===== src/rtl/errlog_pkg.sv =====
package errlog_pkg;
  localparam int NUM_KINDS  = 3;
  localparam int NUM_CAUSES = 3;
  localparam int KIND_W     = 2;

  typedef enum logic [KIND_W-1:0] {
    EK_CORRECTED = 2'd0,
    EK_UNCORR    = 2'd1,
    EK_POISON    = 2'd2,
    EK_RESERVED  = 2'd3
  } err_kind_e;

  localparam int CZ_FILL = 0;
  localparam int CZ_KIND = 1;
  localparam int CZ_AGE  = 2;
endpackage


===== src/rtl/errlog_store.sv =====
module errlog_store #(
  parameter int DEPTH = 8,
  parameter int W     = 41,
  parameter int LVL_W = $clog2(DEPTH + 1)
) (
  input  logic             clk,
  input  logic             rst_n,
  input  logic             wr_en,
  input  logic [W-1:0]     wr_data,
  input  logic             rd_en,
  output logic [W-1:0]     rd_data,
  output logic [LVL_W-1:0] level,
  output logic             full,
  output logic             empty
);
  localparam int PTR_W = (DEPTH > 1) ? $clog2(DEPTH) : 1;
  localparam logic [PTR_W-1:0] LAST = PTR_W'(DEPTH - 1);

  logic [W-1:0]     mem [DEPTH];
  logic [PTR_W-1:0] wr_ptr, rd_ptr;
  logic [LVL_W-1:0] count;

  function automatic logic [PTR_W-1:0] bump(input logic [PTR_W-1:0] p);
    return (p == LAST) ? '0 : p + 1'b1;
  endfunction

  always_ff @(posedge clk) begin
    if (wr_en) mem[wr_ptr] <= wr_data;
  end

  always_ff @(posedge clk) begin
    if (!rst_n) begin
      wr_ptr <= '0;
      rd_ptr <= '0;
      count  <= '0;
    end else begin
      if (wr_en) wr_ptr <= bump(wr_ptr);
      if (rd_en) rd_ptr <= bump(rd_ptr);
      case ({wr_en, rd_en})
        2'b10:   count <= count + 1'b1;
        2'b01:   count <= count - 1'b1;
        default: count <= count;
      endcase
    end
  end

  assign rd_data = mem[rd_ptr];
  assign level   = count;
  assign full    = (count == LVL_W'(DEPTH));
  assign empty   = (count == '0);
endmodule


===== src/rtl/errlog_age.sv =====
module errlog_age #(
  parameter int AGE_W = 28
) (
  input  logic             clk,
  input  logic             rst_n,
  input  logic             occupied,
  input  logic             head_pop,
  input  logic [AGE_W-1:0] limit,
  output logic             expired
);
  logic [AGE_W-1:0] age_q;

  always_ff @(posedge clk) begin
    if (!rst_n) begin
      age_q <= '0;
    end else if (!occupied || head_pop) begin
      age_q <= '0;
    end else if (age_q != '1) begin
      age_q <= age_q + 1'b1;
    end
  end

  assign expired = occupied && !head_pop && (age_q >= limit);
endmodule


===== src/rtl/errlog_ovf.sv =====
module errlog_ovf #(
  parameter int OVF_W = 8
) (
  input  logic             clk,
  input  logic             rst_n,
  input  logic             drop,
  input  logic             clear,
  output logic [OVF_W-1:0] count
);
  logic [OVF_W-1:0] cnt_q;

  always_ff @(posedge clk) begin
    if (!rst_n || clear) begin
      cnt_q <= '0;
    end else if (drop && (cnt_q != '1)) begin
      cnt_q <= cnt_q + 1'b1;
    end
  end

  assign count = cnt_q;
endmodule


===== src/rtl/errlog_irq.sv =====
module errlog_irq #(
  parameter int N = 3
) (
  input  logic         clk,
  input  logic         rst_n,
  input  logic [N-1:0] set,
  input  logic [N-1:0] clr,
  output logic [N-1:0] cause,
  output logic         irq
);
  logic [N-1:0] cause_q;

  for (genvar i = 0; i < N; i++) begin : g_cause
    always_ff @(posedge clk) begin
      if (!rst_n)      cause_q[i] <= 1'b0;
      else if (set[i]) cause_q[i] <= 1'b1;
      else if (clr[i]) cause_q[i] <= 1'b0;
    end
  end

  assign cause = cause_q;
  assign irq   = |cause_q;
endmodule


===== src/rtl/errlog_top.sv =====
module errlog_top
  import errlog_pkg::*;
#(
  parameter int DEPTH  = 8,
  parameter int BANK_W = 3,
  parameter int RAM_W  = 4,
  parameter int ADDR_W = 32,
  parameter int AGE_W  = 28,
  parameter int OVF_W  = 8,
  parameter int LVL_W  = $clog2(DEPTH + 1)
) (
  input  logic              clk,
  input  logic              rst_n,
  input  logic              rpt_valid,
  input  logic [1:0]        rpt_kind,
  input  logic [BANK_W-1:0] rpt_bank,
  input  logic [RAM_W-1:0]  rpt_ram,
  input  logic [ADDR_W-1:0] rpt_addr,
  output logic              log_valid,
  input  logic              log_ready,
  output logic [1:0]        log_kind,
  output logic [BANK_W-1:0] log_bank,
  output logic [RAM_W-1:0]  log_ram,
  output logic [ADDR_W-1:0] log_addr,
  output logic [LVL_W-1:0]  fill_level,
  input  logic [2:0]        cfg_kind_mask,
  input  logic [AGE_W-1:0]  cfg_age_limit,
  input  logic [2:0]        cause_clear,
  output logic [2:0]        irq_cause,
  output logic              irq,
  output logic [OVF_W-1:0]  ovf_count,
  input  logic              ovf_clear
);
  localparam int ENTRY_W = KIND_W + BANK_W + RAM_W + ADDR_W;
  localparam int THR     = (3 * DEPTH + 3) / 4;

  logic               full, empty, push_ok, pop_ok, drop, kind_hit, aged;
  logic [ENTRY_W-1:0] wr_entry, rd_entry;
  logic [NUM_CAUSES-1:0] cause_set;

  assign push_ok  = rpt_valid && !full;
  assign drop     = rpt_valid && full;
  assign pop_ok   = log_valid && log_ready;
  assign wr_entry = {rpt_kind, rpt_bank, rpt_ram, rpt_addr};

  errlog_store #(.DEPTH(DEPTH), .W(ENTRY_W), .LVL_W(LVL_W)) u_store (
    .clk(clk), .rst_n(rst_n), .wr_en(push_ok), .wr_data(wr_entry),
    .rd_en(pop_ok), .rd_data(rd_entry), .level(fill_level),
    .full(full), .empty(empty)
  );

  assign log_valid = !empty;
  assign {log_kind, log_bank, log_ram, log_addr} = rd_entry;

  errlog_age #(.AGE_W(AGE_W)) u_age (
    .clk(clk), .rst_n(rst_n), .occupied(!empty), .head_pop(pop_ok),
    .limit(cfg_age_limit), .expired(aged)
  );

  errlog_ovf #(.OVF_W(OVF_W)) u_ovf (
    .clk(clk), .rst_n(rst_n), .drop(drop), .clear(ovf_clear), .count(ovf_count)
  );

  always_comb begin
    kind_hit = 1'b0;
    for (int k = 0; k < NUM_KINDS; k++) begin
      if (rpt_kind == KIND_W'(k) && cfg_kind_mask[k]) kind_hit = 1'b1;
    end
  end

  always_comb begin
    cause_set          = '0;
    cause_set[CZ_FILL] = (fill_level >= LVL_W'(THR));
    cause_set[CZ_KIND] = push_ok && kind_hit;
    cause_set[CZ_AGE]  = aged;
  end

  errlog_irq #(.N(NUM_CAUSES)) u_irq (
    .clk(clk), .rst_n(rst_n), .set(cause_set), .clr(cause_clear),
    .cause(irq_cause), .irq(irq)
  );
endmodule


===== config.mk =====
export PLATFORM = sky130hd
export DESIGN_NAME = errlog_top
export DESIGN_NICKNAME = d
export VERILOG_FILES = /design/src/rtl/errlog_pkg.sv /design/src/rtl/errlog_store.sv /design/src/rtl/errlog_age.sv /design/src/rtl/errlog_ovf.sv /design/src/rtl/errlog_irq.sv /design/src/rtl/errlog_top.sv
export SDC_FILE = /design/constraint.sdc
export NUM_CORES = 1
export LEC_CHECK = 0
export BUFFER_PORTS_ARGS = -buffer_cell sky130_fd_sc_hd__buf_2
export CORE_ASPECT_RATIO = 1.4
export CORE_MARGIN = 3
export CORE_UTILIZATION = 45
export CTS_BUF_LIST = sky130_fd_sc_hd__clkbuf_4
export CTS_CLUSTER_SIZE = 16
export DETAILED_ROUTE_END_ITERATION = 16
export HOLD_SLACK_MARGIN = 0.03
export RECOVER_POWER = 25
export SYNTH_ARGS = -nofsm -noshare
export SYNTH_HDL_FRONTEND = slang
export SYNTH_SLANG_ARGS = --single-unit

===== constraint.sdc =====
create_clock -name clk -period 9.1 [get_ports clk]
set_input_delay 1.365 -clock clk [delete_from_list [all_inputs] [get_ports clk]]
set_output_delay 1.365 -clock clk [all_outputs]
set_load 0.005 [all_outputs]

==> results of run 1 <==
==> through the flow <==
stage	power, mW	utilization	setup WS, ns
final	4.00	0.523	4.25
after global routing	4.24	0.523	3.87
after CTS	4.09	0.524	3.99
after detailed placement	2.81	0.494	4.87
after floorplan	2.57	-	3.10
after global placement	2.81	0.494	4.87
==> final timing paths <==
check	endpoint	slack [ns]	cells after the start	from
max	log_addr[12]	4.25	4	flip-flop
min reg2reg	u_ovf.count[5]	0.50	2	u_ovf.count[5]
min	u_ovf.count[5]	0.50	2	u_ovf.count[5]
max reg2reg	u_store.level[3]	6.20	9	u_store.level[0]
==> flip-flops by register name (all words and copies together), names as in the netlist, named ones only <==
name / count
u_store.level: 4
u_irq.cause: 3
u_store.mem: 328
u_age.age_q: 28
u_store.rd_ptr: 3
u_store.wr_ptr: 3
u_ovf.count: 8
==> layout make-up <==
cell class / instances / area [um2] / area share
Inverter: 39 / 146 / 0.00820
Tap cell: 451 / 564 / 0.0316
Clock buffer: 126 / 946 / 0.0530
Clock inverter: 17 / 66.3 / 0.00372
Antenna cell: 4 / 10.0 / 0.000561
Multi-Input combinational cell: 417 / 4450 / 0.249
Timing Repair Buffer: 153 / 766 / 0.0429
Sequential cell: 380 / 10900 / 0.611
==> Yosys cell counts, drive strengths merged (2+ instances only) <==
cell type / number
nand4: 11
and3: 5
nand3: 23
nand2b: 4
nor2: 28
mux4: 82
a31oi: 3
nor3: 9
xor2: 7
nor4: 8
a21oi: 21
or3: 7
inv: 39
a211oi: 7
nand2: 32
o21ai: 8
and4: 7
ha: 37
mux2i: 4
xnor2: 13
o21a: 2
mux2: 41
clkbuf: 20
buf: 14
dfxtp: 52
or4: 12
a21o: 6
edfxtp: 328
a2111oi: 3
o31ai: 8
o211ai: 3
nor2b: 2
and2: 5
a21boi: 6
==> metal layers <==
| layer | vias to the layer above | GRT usage |
|---|---|---|
| met5 | - | 0 |
| met4 | 2 | 0.0680 |
| met3 | 50 | 0.0462 |
| met2 | 187 | 0.308 |
| met1 | 4307 | 0.210 |
| li1 | 3959 | - |
==> where the power goes <==
part	leakage, nW	internal, mW	switching, mW
Clock	0.616	0.630	0.628
Sequential	3.40	1.97	0.0963
Combinational	2.06	0.393	0.284
==> logic make-up (layout without fill, tap and decap cells) <==
kind of cell,after synthesis,in the layout,share of synthesized area
xor+xnor,20,20,0.0112
compound gates,73,73,0.0324
other cells,0,4,0
buf+inv,73,335,0.0184
flops,380,380,0.699
fa+ha+maj,38,38,0.0310
mux,127,127,0.151
simple gates,159,159,0.0570
==> worst max-delay path: cells and delay by family (launching register included) <==
kind	cells	cell delay [ns]
muxes	2	0.87
buffers and inverters	2	0.80
DFF	1	1.05
==> cell usage in the layout, fill, tap and decap left out, types with 4 or more instances in the layout <==
master	Yosys	final
edfxtp_1	328	328
clkbuf_4	0	126
buf_2	10	105
mux4_2	82	82
dfxtp_1	52	49
mux2_2	41	41
inv_1	39	39
ha_1	37	37
nand2_1	32	32
clkbuf_1	20	32
nor2_1	28	25
nand3_1	22	22
a21oi_1	21	21
buf_4	0	16
xnor2_1	13	13
clkinv_1	0	13
or4_1	12	12
nand4_1	11	11
o21ai_0	8	8
or3_1	7	7
and4_1	7	7
xor2_1	7	7
a211oi_1	7	7
o31ai_1	7	7
nor3_2	2	6
a21boi_0	6	6
nor4_1	7	6
a21o_1	6	6
and3_1	5	5
and2_1	5	5
diode_2	0	4
nand2b_1	4	4
mux2i_1	4	4
==> flow_summary.ini, run 1 <==
[cts]
clkSlewWorstSetupHoldPaths_ns = 0.07
cts_sinks = 380
clockRootBuffer = clkbuf_4
htree_levels = 3
cts_setup_buffers = 0
numCtsBuffers = 91
cts_tree = yes
holdBufCountCts = 0
clockBufferDepth = 3
cts-resized-gates = 0
insertion_delay_ns = 0.74

[routing]
via_count = 8505
drc_errors = 0
vias_per_cell = 5.36
wl_met2_um = 16200
wl_per_cell_um = 19.8
wl_met3_um = 1620
wl_met1_um = 12900
highest_layer = met5
drtPass1Iterations = 4
routed_wl_um = 31400
first_iter_violations = 390
antenna_left = 0

[synth]
synth-main-ff-cell = edfxtp_1
yosys-top-cells-area = edfxtp_1 63%, mux4_2 12%, dfxtp_1 6.7%
yosysTopAreaCell = edfxtp_1
synth_top_area_frac = 0.632
yosysUniqueCellTypes = 52
ys_seq_area_frac = 0.699
synth-seq-cells = 380
synth_edf_count = 328
syn_inst = 870
async_flop_share = 0
synth_nets = 988
avgSynthCellArea_um2 = 17.9
yosys_warnings = 0
netlist_area_mm2 = 0.0156

[floorplanning]
die_h_um = 226
die_w_um = 163
start_util = 0.456
io_pins = 138
rows = 80
die_area_mm2 = 0.0369
core_area_mm2 = 0.0341

[power_and_ir_drop]
power_density_mw_per_mm2 = 224
ir_drop_mv = 0.119
cellLeakagePower_nw = 6.08

[sta]
fin_setup_tns_ns = 0
setup_viol = 0
fin_worst_skew_ns = 0.0282
min_period_over_period = 0.533
maxSlewViolCount = 0
rsz0062_at_grt = false
min_period_ns = 4.85
relSlewSlack = 0.252
max_freq_mhz = 206
tightest_slew_ns = 1.09
whs_ns = 0.505
hold_viol_final = 0

[finish]
nets = 1200
drive_above_1_share = 0.347
fillers = 2907
fin_cells = 1587
syn_to_final_growth_pct = 14.6
final_area_mm2 = 0.0178

[global_routing]
overflow = 0
grt_pass1_vias = 9136
grt_max_degree = 52
gr-usage-all-layers = 0.177
grt_antenna_before_repair = 3
grt_pass1_wl_um = 49600

[critical_path]
worst-path-max-fanout = 51
cp_slowest_cell = dfxtp_4
start_kind = flip-flop
crit_required_ns = 7.74
cpPeakStageDelay_ns = 1.05
cp_cell_sequence = buf_4 > mux4_2 > mux2_2 > buf_2
worstSetupPathType = reg -> out
end_kind = primary output
arrival_ns = 3.48

[job]
cap_violations = 0

[place]
dp.cells = 1440
portBuffers = 137
hpwl_um = 18000
placed_area_mm2 = 0.0169
gp_congestion = 0.793

[run_status]
status = completed

[worst_hold_path]
hp-class = reg -> reg
(Power assumes the default switching activity.)
==> run 2, diff against run 1 <==
Settings changed: PLACE_DENSITY from default to 0.65.
Clock period 9.1 ns to 3.9 ns, I/O delays scaled along.
==> flow_summary.ini, run 2 (synthesis results as in run 1) <==
[routing]
vias_per_cell = 5.37
drc_errors = 0
highest_layer = met5
drtPass1Iterations = 4
wl_met2_um = 16800
antenna_left = 0
wl_per_cell_um = 19.7
via_count = 8614
routed_wl_um = 31500
wl_met1_um = 12400
wl_met3_um = 1740
first_iter_violations = 497

[worst_hold_path]
hp-class = in -> reg
hold_end = u_store.mem[7][28]
holdPathStages = 1
min_from = rpt_addr[28]

[sta]
rsz0062_at_grt = false
setup_viol = 0
maxSlewViolCount = 0
hold_viol_final = 0
relSlewSlack = 0.490
tightest_slew_ns = 0.765
min_period_ns = 3.36
final.setup.worst_slack_ns = 0.541
max_freq_mhz = 298
fin_worst_skew_ns = 0.0582
min_period_over_period = 0.861

[critical_path]
start_kind = flip-flop
crit_required_ns = 3.31
end_kind = primary output
reg2reg_depth = 9
reg2reg_slack_ns = 0.96
worstSetupPathType = reg -> out
arrival_ns = 2.77
reg2reg_from = u_store.level[0]
worst-path-max-fanout = 31
r2r-end = u_store.level[3]

[floorplanning]
io_pins = 138
core_area_mm2 = 0.0341
die_area_mm2 = 0.0369
rows = 80
die_w_um = 163
die_h_um = 226
start_util = 0.456

[power_and_ir_drop]
p_total_mw = 9.65
power_density_mw_per_mm2 = 534
cellLeakagePower_nw = 6.18
ir_drop_mv = 0.289

[finish]
layout_common_cells = 328 x edfxtp_1, 119 x clkbuf_4, 108 x buf_2, 82 x mux4_2, 49 x dfxtp_1
largest_reg_flops = 328
fin_cells = 1603
final_common_cell = edfxtp_1
largestRegisters = u_store.mem (328), u_age.age_q (28), u_ovf.count (8)
fillers = 2874
nets = 1202
syn_to_final_growth_pct = 16.2
drive_above_1_share = 0.345
largest-register = u_store.mem

[global_routing]
grt_max_degree = 52
gr-usage-all-layers = 0.176
grt_pass1_wl_um = 49400
grt_pass1_vias = 9313
grt_antenna_before_repair = 2
overflow = 0

[place]
dp.cells = 1440
pre_cts_ws_ns = 0.992
gp_congestion = 0.803
portBuffers = 137
hpwl_um = 17600

[cts]
holdBufCountCts = 6
cts_tree = yes
cts_sinks = 380
clkSlewWorstSetupHoldPaths_ns = 0.07
clockBufferDepth = 3
insertion_delay_ns = 0.77
numCtsBuffers = 87
cts_setup_buffers = 0
htree_levels = 3
cts-resized-gates = 0
clockRootBuffer = clkbuf_4

[job]
cap_violations = 0

[run_status]
status = completed
==> run 2: cell count changes in the layout (fill, tap and decap cells not counted), sizes merged <==
cell	delta
buf	+3
bufinv	+4
clkbuf	-10
clkinv	+17
diode	-3
dlygate4sd3	+6
inv	-1
==> run 2: per-stage QoR <==
step           area (um2)  hold WS (ns)  TNS, ns  utilization
3_5_place_dp        16900         0.497        0        0.496
2_1_floorplan       15600         0.467   -43.03            -
4_1_cts             18100        0.0309        0        0.531
6_report            18100         0.121        0        0.530
5_1_grt             18100        0.0792        0        0.530
3_3_place_gp        16900         0.490        0        0.496
==> run 2: cell type report <==
type                       instances  area (um2)  share of cell area
tap                              451         564              0.0312
sequential                       380       10900               0.602
multi-input combinational        417        4460               0.247
clock inverter                    37         256              0.0142
timing repair buffer             159         867              0.0479
inverter                          39         146             0.00809
antenna                            1        2.50            0.000138
clock buffer                     119         893              0.0494
==> run 2: how the worst max path moves through the flow <==
| stage | from | to | slack, ns | cells after the start |
|---|---|---|---|---|
| 2_1_floorplan | u_store.level[1] | u_store.mem[2][0] | -0.35 | 4 |
| 3_3_place_gp | u_store.level[0] | u_store.level[3] | 1.07 | 9 |
| 3_5_place_dp | u_store.level[0] | u_store.level[3] | 0.99 | 9 |
| 4_1_cts | flip-flop | log_ram[2] | 0.35 | 4 |
| 5_1_grt | flip-flop | log_ram[3] | 0.29 | 4 |
| 6_report | flip-flop | log_ram[3] | 0.54 | 4 |
==> run 2: critical path, cell delays in order (launching register included) <==
cell and delay (ns):
dfxtp_4 0.70, buf_12 0.33, mux4_2 0.56, mux2_2 0.30, buf_2 0.13
==> run 2: routing by layer <==
| layer | up-vias | GRT usage |
|---|---|---|
| met5 | - | 0 |
| met3 | 49 | 0.0418 |
| li1 | 3997 | - |
| met1 | 4332 | 0.207 |
| met2 | 234 | 0.311 |
| met4 | 2 | 0.0691 |
==> run 2: power breakdown <==
group          internal (mW)  switching [mW]
combinational          0.953           0.749
clock                   1.69            1.50
sequential              4.60           0.162
==> run 3, diff against run 2 <==
Clock period 3.9 ns to 3.07 ns, I/O delays scaled along.
==> flow_summary.ini, run 3 (synthesis results as in run 1) <==
[run_status]
status = completed

[critical_path]
cp_cell_sequence = buf_6 > mux4_2 > mux2_2 > buf_2
worst-path-max-fanout = 21
cp_slowest_cell = mux4_2
end_kind = primary output
reg2reg_slack_ns = 0.35
reg2reg_from = u_store.level[3]
crit_family = multiplexers
crit_required_ns = 2.61
reg2reg_depth = 10
arrival_ns = 2.43
critPathCapture = log_addr[30]
critPathBufInv = 2
r2r-end = u_store.level[3]
cpPeakStageDelay_ns = 0.55
worstSetupPathType = reg -> out
worstSetupPathDepth = 4
start_kind = flip-flop

[sta]
min_period_ns = 2.89
relSlewSlack = 0.492
maxSlewViolCount = 0
max_freq_mhz = 345
setup_viol = 0
rsz0062_at_grt = false
tightest_slew_ns = 0.760
hold_viol_final = 0
fin_setup_tns_ns = 0
fin_worst_skew_ns = 0.0233
min_period_over_period = 0.943

[global_routing]
grt_antenna_before_repair = 1
grt_pass1_vias = 9116
overflow = 0
grt_pass1_wl_um = 48500
grt_max_degree = 62
gr-usage-all-layers = 0.171

[cts]
clockBufferDepth = 3
clkSlewWorstSetupHoldPaths_ns = 0.07
numCtsBuffers = 88
cts_tree = yes
insertion_delay_ns = 0.73
clockRootBuffer = clkbuf_4
htree_levels = 3
cts_sinks = 380

[routing]
via_count = 8684
first_iter_violations = 391
vias_per_cell = 5.28
routed_wl_um = 31300
drc_errors = 0
wl_per_cell_um = 19.1
antenna_left = 0
drtPass1Iterations = 6

[finish]
final_common_cell = edfxtp_1
multi_input_area_mm2 = 0.00449
largest_reg_flops = 328
layout_common_cells = 328 x edfxtp_1, 131 x clkbuf_4, 108 x buf_2, 82 x mux4_2, 49 x dfxtp_1
nets = 1244
largest-register = u_store.mem
regArea_mm2 = 0.0109
fillers = 2790
syn_to_final_growth_pct = 19.5
drive_above_1_share = 0.345
largestRegisters = u_store.mem (328), u_age.age_q (28), u_ovf.count (8)

[floorplanning]
die_w_um = 163
die_h_um = 226
start_util = 0.456
rows = 80
core_area_mm2 = 0.0341
io_pins = 138
die_area_mm2 = 0.0369

[power_and_ir_drop]
ir_drop_mv = 0.409
p_total_mw = 12.3
cellLeakagePower_nw = 6.40
power_density_mw_per_mm2 = 659

[place]
hpwl_um = 17300
gp_congestion = 0.795
portBuffers = 137

[job]
cap_violations = 0

[worst_hold_path]
hp-class = in -> reg
[run 3: per-stage QoR]
stage	utilization	setup slack, ns	hold WS, ns	instance area [um2]	cells
6_report	0.545	0.175	0.159	18600	1644
5_1_grt	0.545	0.0238	0.134	18600	1644
4_1_cts	0.545	-0.0103	0.0312	18600	1642
3_5_place_dp	0.498	-0.134	0.503	17000	1441
3_3_place_gp	0.498	-0.185	0.488	17000	1441
2_1_floorplan	-	-1.18	0.467	15600	870
[run 3: worst register-to-register path, cell delays in order, from the launching register on]
cell and delay, ns:
dfxtp_1 0.35, or4_1 0.60, nand2_1 0.17, inv_1 0.09, ha_1 0.22, ha_1 0.29
a21o_1 0.17, a21oi_1 0.18, xnor2_1 0.10, or3_1 0.31, a21boi_0 0.16
[run 3: power breakdown]
group | total [mW] | leakage (nW) | switching, mW | internal [mW]
sequential | 5.97 | 3.40 | 0.126 | 5.84
clock | 3.90 | 0.669 | 1.86 | 2.04
combinational | 2.38 | 2.33 | 1.07 | 1.31
total | 12.3 | 6.40 | 3.06 | 9.20
[run 3: worst min-delay path by stage]
stage | end | depth (start not counted) | start
4_1_cts | u_store.mem[2][40] | 1 | rpt_kind[1]
6_report | u_irq.cause[1] | 4 | cfg_kind_mask[2]
5_1_grt | u_irq.cause[1] | 4 | cfg_kind_mask[2]
3_5_place_dp | u_ovf.count[5] | 2 | u_ovf.count[5]
2_1_floorplan | flip-flop | 2 | u_store.rd_ptr[1]
3_3_place_gp | u_ovf.count[5] | 2 | u_ovf.count[5]
[run 3: timing repair]
item,4_1_cts,5_1_grt
gates resized for setup,10,1
cloned,0,1
endpoints found under the hold margin,321,0
pin swaps,0,0
setup endpoints to repair,22,41
setup buffers,0,0
hold buffers,45,0
[run 3: final cells by class]
class	instances	share of cell area
antenna	1	0.000134
inverter	39	0.00787
timing repair buffer	200	0.0748
clock buffer	131	0.0529
multi-input combinational	417	0.241
tap	451	0.0303
clock inverter	25	0.00713
sequential	380	0.586
[run 3: routing by layer]
layer | share of wire | routed length (um) | GRT usage | vias up
met5 | 0 | 0 | 0 | -
met4 | 0.018 | 577 | 0.0677 | 0
met3 | 0.050 | 1580 | 0.0380 | 38
met2 | 0.52 | 16300 | 0.295 | 216
met1 | 0.41 | 12900 | 0.209 | 4360
li1 | - | - | - | 4070
